<file path="config.mk">
export PLATFORM = sky130hd
export DESIGN_NAME = ldc_classifier
export DESIGN_NICKNAME = d
export VERILOG_FILES = /design/src/rtl/ldc_pkg.sv /design/src/rtl/ldc_trigger_decode.sv /design/src/rtl/ldc_use_decode.sv /design/src/rtl/ldc_class_merge.sv /design/src/rtl/ldc_classifier.sv
export SDC_FILE = /design/constraint.sdc
export NUM_CORES = 1
export LEC_CHECK = 0
export BUFFER_PORTS_ARGS = -buffer_cell sky130_fd_sc_hd__buf_2
export CORE_MARGIN = 2
export CORE_UTILIZATION = 42
export DETAILED_ROUTE_END_ITERATION = 16
export PLACE_DENSITY = 0.91
export SLEW_MARGIN = 20
export SYNTH_ARGS = -nofsm -noshare
export SYNTH_HDL_FRONTEND = slang
export SYNTH_SLANG_ARGS = --single-unit
</file>
<file path="constraint.sdc">
create_clock -name clk -period 1.2 [get_ports clk]
set_input_delay 0 -clock clk [delete_from_list [all_inputs] [get_ports clk]]
set_output_delay 0 -clock clk [all_outputs]
set_load 0.02 [all_outputs]
</file>
<file path="src/rtl/ldc_pkg.sv">
package ldc_pkg;

    localparam int WORD_W    = 32;
    localparam int OPC_W     = 6;
    localparam int FUN_W     = 6;
    localparam int REG_W     = 5;
    localparam int SLOT_W    = OPC_W + 2 * REG_W;
    localparam int OPC_LSB   = WORD_W - OPC_W;
    localparam int RS_LSB    = OPC_LSB - REG_W;
    localparam int RT_LSB    = RS_LSB - REG_W;
    localparam int RD_LSB    = RT_LSB - REG_W;

    // Primary opcodes consulted by the decoders
    localparam logic [OPC_W-1:0] OPC_SPECIAL = 6'h00;
    localparam logic [OPC_W-1:0] OPC_REGIMM  = 6'h01;
    localparam logic [OPC_W-1:0] OPC_CALL    = 6'h03;
    localparam logic [OPC_W-1:0] OPC_COP0    = 6'h10;
    localparam logic [OPC_W-1:0] OPC_LOAD_LO = 6'h20;
    localparam logic [OPC_W-1:0] OPC_LOAD_HI = 6'h26;
    localparam logic [OPC_W-1:0] OPC_CP2_LD  = 6'h32;

    typedef enum logic [1:0] {
        DEP_NONE  = 2'b00,
        DEP_READ  = 2'b01,
        DEP_WRITE = 2'b10,
        DEP_BOTH  = 2'b11
    } dep_class_e;

    typedef enum logic {
        ST_IDLE = 1'b0,
        ST_EMIT = 1'b1
    } ldc_state_e;

    // Which operand fields of the target instruction are consumed or produced
    typedef struct packed {
        logic rd_rs;
        logic rd_rt;
        logic wr_rt;
        logic wr_rd;
        logic wr_link;
    } use_t;

endpackage

</file>
<file path="src/rtl/ldc_trigger_decode.sv">
module ldc_trigger_decode
    import ldc_pkg::*;
#(
    parameter int OW = OPC_W,
    parameter int RW = REG_W
) (
    input  logic [OW+2*RW-1:0] slot_upper,
    output logic               armed_o,
    output logic [RW-1:0]      load_reg_o
);

    localparam int OPC_TOP = OW + 2 * RW - 1;

    logic [OW-1:0] opc;
    logic [RW-1:0] sel;

    assign opc        = slot_upper[OPC_TOP -: OW];
    assign sel        = slot_upper[2*RW-1 -: RW];
    assign load_reg_o = slot_upper[RW-1:0];

    always_comb begin
        armed_o = 1'b0;
        if (opc >= OW'(OPC_LOAD_LO) && opc <= OW'(OPC_LOAD_HI)) begin
            armed_o = 1'b1;
        end else if (opc == OW'(OPC_CP2_LD)) begin
            armed_o = 1'b1;
        end else if (opc == OW'(OPC_COP0)) begin
            armed_o = (sel == RW'(0)) || (sel == RW'(2));
        end
    end

endmodule

</file>
<file path="src/rtl/ldc_use_decode.sv">
module ldc_use_decode
    import ldc_pkg::*;
(
    input  logic [OPC_W-1:0] opc,
    input  logic [REG_W-1:0] rt_f,
    input  logic [FUN_W-1:0] funct,
    input  logic             is_zero,
    output use_t             use_o
);

    always_comb begin
        use_o = '0;
        unique case (opc)
            OPC_SPECIAL: begin
                if (!is_zero) begin
                    unique case (funct)
                        6'h00, 6'h02, 6'h03: begin
                            use_o.rd_rt = 1'b1;
                            use_o.wr_rd = 1'b1;
                        end
                        6'h04, 6'h06, 6'h07,
                        6'h20, 6'h21, 6'h22, 6'h23,
                        6'h24, 6'h25, 6'h26, 6'h27,
                        6'h2a, 6'h2b: begin
                            use_o.rd_rs = 1'b1;
                            use_o.rd_rt = 1'b1;
                            use_o.wr_rd = 1'b1;
                        end
                        6'h08: use_o.rd_rs = 1'b1;
                        6'h09: begin
                            use_o.rd_rs = 1'b1;
                            use_o.wr_rd = 1'b1;
                        end
                        6'h10, 6'h12: use_o.wr_rd = 1'b1;
                        6'h11, 6'h13: use_o.rd_rs = 1'b1;
                        6'h18, 6'h19, 6'h1a, 6'h1b: begin
                            use_o.rd_rs = 1'b1;
                            use_o.rd_rt = 1'b1;
                        end
                        default: use_o = '0;
                    endcase
                end
            end
            OPC_REGIMM: begin
                if (rt_f == 5'h00 || rt_f == 5'h02 || rt_f == 5'h10 || rt_f == 5'h12)
                    use_o.rd_rs = 1'b1;
            end
            OPC_CALL: use_o.wr_link = 1'b1;
            6'h04, 6'h05: begin
                use_o.rd_rs = 1'b1;
                use_o.rd_rt = 1'b1;
            end
            6'h06, 6'h07: use_o.rd_rs = 1'b1;
            6'h08, 6'h09, 6'h0a, 6'h0b, 6'h0c, 6'h0d, 6'h0e: begin
                use_o.rd_rs = 1'b1;
                use_o.wr_rt = 1'b1;
            end
            6'h0f: use_o.wr_rt = 1'b1;
            OPC_COP0: begin
                unique case (funct)
                    6'h04, 6'h06: use_o.rd_rt = 1'b1;
                    6'h00, 6'h02: use_o.wr_rt = 1'b1;
                    default:      use_o = '0;
                endcase
            end
            6'h22, 6'h26: begin
                // merging loads consume the old rt contents as well
                use_o.rd_rs = 1'b1;
                use_o.rd_rt = 1'b1;
                use_o.wr_rt = 1'b1;
            end
            6'h20, 6'h21, 6'h23, 6'h24, 6'h25: begin
                use_o.rd_rs = 1'b1;
                use_o.wr_rt = 1'b1;
            end
            6'h28, 6'h29, 6'h2a, 6'h2b, 6'h2e: begin
                use_o.rd_rs = 1'b1;
                use_o.rd_rt = 1'b1;
            end
            6'h32, 6'h3a: use_o.rd_rs = 1'b1;
            default: use_o = '0;
        endcase
    end

    // a merging load must be marked both reading and writing rt
    always_comb begin
        if (opc == 6'h22 || opc == 6'h26)
            a_r10_merge_rt_both: assert (use_o.rd_rt && use_o.wr_rt);
    end

endmodule

</file>
<file path="src/rtl/ldc_class_merge.sv">
module ldc_class_merge
    import ldc_pkg::*;
#(
    parameter int RW       = REG_W,
    parameter int LINK_REG = 31
) (
    input  use_t          use_i,
    input  logic [RW-1:0] rs_f,
    input  logic [RW-1:0] rt_f,
    input  logic [RW-1:0] rd_f,
    input  logic [RW-1:0] load_reg,
    input  logic          armed,
    output dep_class_e    class_o
);

    localparam logic [RW-1:0] LINK_IDX = RW'(LINK_REG);

    logic hit_rs, hit_rt, hit_rd, hit_link;
    logic reads, writes;

    assign hit_rs   = (rs_f == load_reg);
    assign hit_rt   = (rt_f == load_reg);
    assign hit_rd   = (rd_f == load_reg);
    assign hit_link = (load_reg == LINK_IDX);

    assign reads  = (use_i.rd_rs & hit_rs) | (use_i.rd_rt & hit_rt);
    assign writes = (use_i.wr_rt & hit_rt) | (use_i.wr_rd & hit_rd) |
                    (use_i.wr_link & hit_link);

    always_comb begin
        if (!armed)
            class_o = DEP_NONE;
        else
            class_o = dep_class_e'({writes, reads});
    end

endmodule

</file>
<file path="src/rtl/ldc_classifier.sv">
module ldc_classifier
    import ldc_pkg::*;
#(
    parameter int LINK_REG = 31
) (
    input  logic              clk,
    input  logic              rst_n,
    input  logic              in_valid,
    input  logic [SLOT_W-1:0] slot_upper,
    input  logic [WORD_W-1:0] target_insn,
    output logic              out_valid,
    output logic              out_armed,
    output logic [1:0]        out_class
);

    logic [OPC_W-1:0] t_opc;
    logic [REG_W-1:0] t_rs, t_rt, t_rd;
    logic [FUN_W-1:0] t_fun;
    logic             t_zero;

    assign t_opc  = target_insn[OPC_LSB +: OPC_W];
    assign t_rs   = target_insn[RS_LSB +: REG_W];
    assign t_rt   = target_insn[RT_LSB +: REG_W];
    assign t_rd   = target_insn[RD_LSB +: REG_W];
    assign t_fun  = target_insn[FUN_W-1:0];
    assign t_zero = (target_insn == '0);

    logic             armed_c;
    logic [REG_W-1:0] load_reg_c;
    use_t             use_c;
    dep_class_e       class_c;

    ldc_trigger_decode #(.OW(OPC_W), .RW(REG_W)) trig_i (
        .slot_upper (slot_upper),
        .armed_o    (armed_c),
        .load_reg_o (load_reg_c)
    );

    ldc_use_decode use_i (
        .opc     (t_opc),
        .rt_f    (t_rt),
        .funct   (t_fun),
        .is_zero (t_zero),
        .use_o   (use_c)
    );

    ldc_class_merge #(.RW(REG_W), .LINK_REG(LINK_REG)) merge_i (
        .use_i    (use_c),
        .rs_f     (t_rs),
        .rt_f     (t_rt),
        .rd_f     (t_rd),
        .load_reg (load_reg_c),
        .armed    (armed_c),
        .class_o  (class_c)
    );

    // State register
    ldc_state_e state_q, state_d;

    always_comb begin
        unique case (state_q)
            ST_IDLE: state_d = in_valid ? ST_EMIT : ST_IDLE;
            ST_EMIT: state_d = in_valid ? ST_EMIT : ST_IDLE;
            default: state_d = ST_IDLE;
        endcase
    end

    always_ff @(posedge clk) begin
        if (!rst_n) state_q <= ST_IDLE;
        else        state_q <= state_d;
    end

    // Output register
    dep_class_e class_q;
    logic       armed_q;

    always_ff @(posedge clk) begin
        if (!rst_n) begin
            class_q <= DEP_NONE;
            armed_q <= 1'b0;
        end else if (in_valid) begin
            class_q <= class_c;
            armed_q <= armed_c;
        end
    end

    assign out_valid = (state_q == ST_EMIT);
    assign out_armed = armed_q;
    assign out_class = class_q;

    // result stage is clear on the first edge out of reset
    a_r1_reset_clear: assert property (@(posedge clk) disable iff (!rst_n)
        $rose(rst_n) |-> (!out_valid && out_class == 2'b00));

    // one strobe per accepted input, one cycle later
    a_r2_strobe_follows: assert property (@(posedge clk) disable iff (!rst_n)
        in_valid |=> out_valid);
    a_r2_no_spurious: assert property (@(posedge clk) disable iff (!rst_n)
        !in_valid |=> !out_valid);

    // a non-qualifying slot never reports a dependency
    a_r3_unarmed_none: assert property (@(posedge clk) disable iff (!rst_n)
        (out_valid && !out_armed) |-> out_class == 2'b00);

    // the all-zero word is a no-op
    a_r4_zero_none: assert property (@(posedge clk) disable iff (!rst_n)
        (in_valid && target_insn == '0) |=> out_class == 2'b00);

    // the call opcode never reads the loaded register
    a_r8_call_no_read: assert property (@(posedge clk) disable iff (!rst_n)
        (in_valid && target_insn[OPC_LSB +: OPC_W] == OPC_CALL) |=> !out_class[0]);

    // stores never write a register
    a_r11_store_no_write: assert property (@(posedge clk) disable iff (!rst_n)
        (in_valid && (target_insn[OPC_LSB +: OPC_W] inside {6'h28, 6'h29, 6'h2a, 6'h2b, 6'h2e}))
        |=> !out_class[1]);

endmodule

</file>
==> impl_metrics.toml <==
[worst_setup_path]
crit_fanout = 4
end_kind = "flop"
critPathLaunchType = "input port"
required_ns = 1.35
path_class = "in2reg"
arrival_ns = 1.15

[timing]
max_freq_mhz = 1000
finalHoldViolations = 0
final.setup.tns_ns = 0
maxSlewHeadroom_pct = 77.0
finalCritPeriodShare_pct = 83.2
final-max-slew-violation-count = 0
tightest_slew_ns = 0.345
post-route-min-period_ns = 0.999
setup_ws_ns = 0.201
fin_skew_ns = 0
rsz0062_at_grt = "no"
setup_viol = 0

[synth]
synth_area_um2 = 831
synth_most_common_cell = "xor2_1"
synth.distinct_cells = 44
synth_top_area_share_pct = 10.5
syn_nets = 162
yosysWarnings = 0
synth.largest_area_cell = "xor2_1"
seq_area_frac_synth_pct = 9.64
syn_inst = 111
syn_area_per_cell_um2 = 7.48
async_flop_share_pct = 0
synth_area_leaders = "xor2_1 (11%), dfxtp_1 (9.6%), xnor2_1 (6.3%)"
synthFlopType = "dfxtp_1"
synthTopCellsByCount = "xor2_1 (10), nor2_1 (9), nand3_1 (7), nor2b_1 (7)"
ys_ff_latch = 4
synth_edf_count = 0

[global_route]
first_global_vias = 1119
grt_antenna_before_repair = 0
grtUsageTotal_pct = 24.1
grt_remaining_overflow = 0
grt_max_degree = 10
grt_pass1_wl_um = 4530

[finish]
drive_above_1_share_pct = 42.9
design_area_mm2 = 0.00116
final_nets = 221
diodes = 0
synthToLayoutAreaGrowth_pct = 40.2
fin_util_pct = 60.6

[die]
num_io_pins = 55
num_rows = 16
core_area_mm2 = 0.00192
dieArea_mm2 = 0.00235
die_h_um = 48.5
start_util_pct = 43.2
die_w_um = 48.5

[placed_design]
place_congestion = 0.835
port-buffer-count = 53
place_ws_ns = -0.123
place_area_mm2 = 0.00114
dp_hpwl_um = 2350

[drt]
dr.pass1.iters = 4
drt-total-wl_um = 2730
vias_per_cell = 5.73
routedWlPerCell_um = 14.0
first_iter_violations = 24
drc_errors = 0
vias = 1118
ant_nets = 0

[power_and_ir_drop]
total_leakage_power_uw = 0.000499
ir_drop_mv = 0.292
cellPowerDensity_mw_per_mm2 = 548

[run_status]
status = "finished clean"

[clocking]
worst_skew_pair.late_latency_ns = 0.24
cts.clk_slew.worst_paths_ns = 0.03
cts_made_buffers = 3
htree_num_levels = 1
cts_resized = 0
cts.sinks = 4
clockBufferDepth = 2
root_buffer = "clkbuf_4"
cts_tree = "done"

[hold_path]
hp-class = "in2reg"

[flow_run]
cap_violations = 0
-- stage by stage --
step,power [uW],cells,hold WS [ns]
floorplan,300,111,0.128
global placement,444,192,0.245
detailed placement,461,192,0.262
CTS,637,195,0.0236
global route,682,195,0.0283
finish,638,195,0.0198
-- state kept, by name, indices dropped and copies added (netlist names) --
signal and cells:
out_valid 1, out_armed 1, out_class 2
-- per-layer routing --
metal / vias up / GRT usage [%] / wire length (um)
met4: 0 / 14.8 / 99
met2: 58 / 45.8 / 1450
met5: - / 0 / 0
met1: 501 / 23.1 / 1000
li1: 543 / - / -
met3: 16 / 5.86 / 178
-- layout make-up --
cell class	instances	area, um^2
fillers	188	757
multi-input cells	99	711
flip-flops and latches	4	80.1
clock buffers	3	22.5
well taps	27	33.8
inverters	4	15.0
repair buffers	58	303
-- cell families (layout without fill, tap and decap cells) --
logic type | Yosys count | count (layout) | share of synthesized area, %
compound gates | 26 | 26 | 23.5
xor+xnor | 16 | 16 | 16.9
simple gates | 56 | 56 | 43.8
buf+inv | 8 | 65 | 4.82
flops | 4 | 4 | 9.64
fa+ha+maj | 1 | 1 | 1.36
-- cell usage in the layout (no fill, tap or decap), drive strengths merged, types with 2 or more instances in the layout --
cell type / netlist / routed
inv: 4 / 4
a211o: 2 / 2
a22oi: 3 / 3
xnor2: 6 / 6
nand4: 4 / 4
o32ai: 2 / 2
nor4b: 2 / 2
o22ai: 2 / 2
nor2: 9 / 9
clkbuf: 0 / 3
dfxtp: 4 / 4
nand3: 7 / 7
nor3: 7 / 7
nand4b: 3 / 3
nand2: 4 / 4
o21ai: 4 / 4
a21oi: 3 / 3
nor4: 7 / 7
xor2: 10 / 10
nor2b: 7 / 7
buf: 4 / 58
or2: 2 / 2
-- power breakdown --
group	leakage (uW)	internal [uW]	total (uW)	switching, uW
Sequential	0.0000325	136	137	0.605
Combinational	0.000452	155	326	172
Clock	0.0000138	112	175	62.8
Total	0.000499	403	638	235
-- critical path, stage by stage --
cell and delay [ns]:
buf_2 0.12, a21oi_1 0.12, and2b_2 0.25, nor4_4 0.32
a21boi_1 0.12, o22ai_1 0.21
-- path summary, 6_finish.rpt --
check / startpoint / slack [ns] / cells past startpoint / endpoint
worst max register to register: out_class[0]$_SDFFE_PN0P_ / 0.34 / 3 / out_class[0]$_SDFFE_PN0P_
worst max-delay path: slot_upper[11] / 0.20 / 6 / out_class[0]$_SDFFE_PN0P_
worst min register to register: out_armed$_SDFFE_PN0P_ / 0.51 / 2 / out_armed$_SDFFE_PN0P_
worst min-delay path: rst_n / 0.02 / 2 / out_armed$_SDFFE_PN0P_
-- timing repair --
action                                  4_1_cts  5_1_grt
hold buffers                                  0        0
setup buffers                                 0        0
endpoints found under the setup margin        0        1
(Power assumes the default switching activity.)
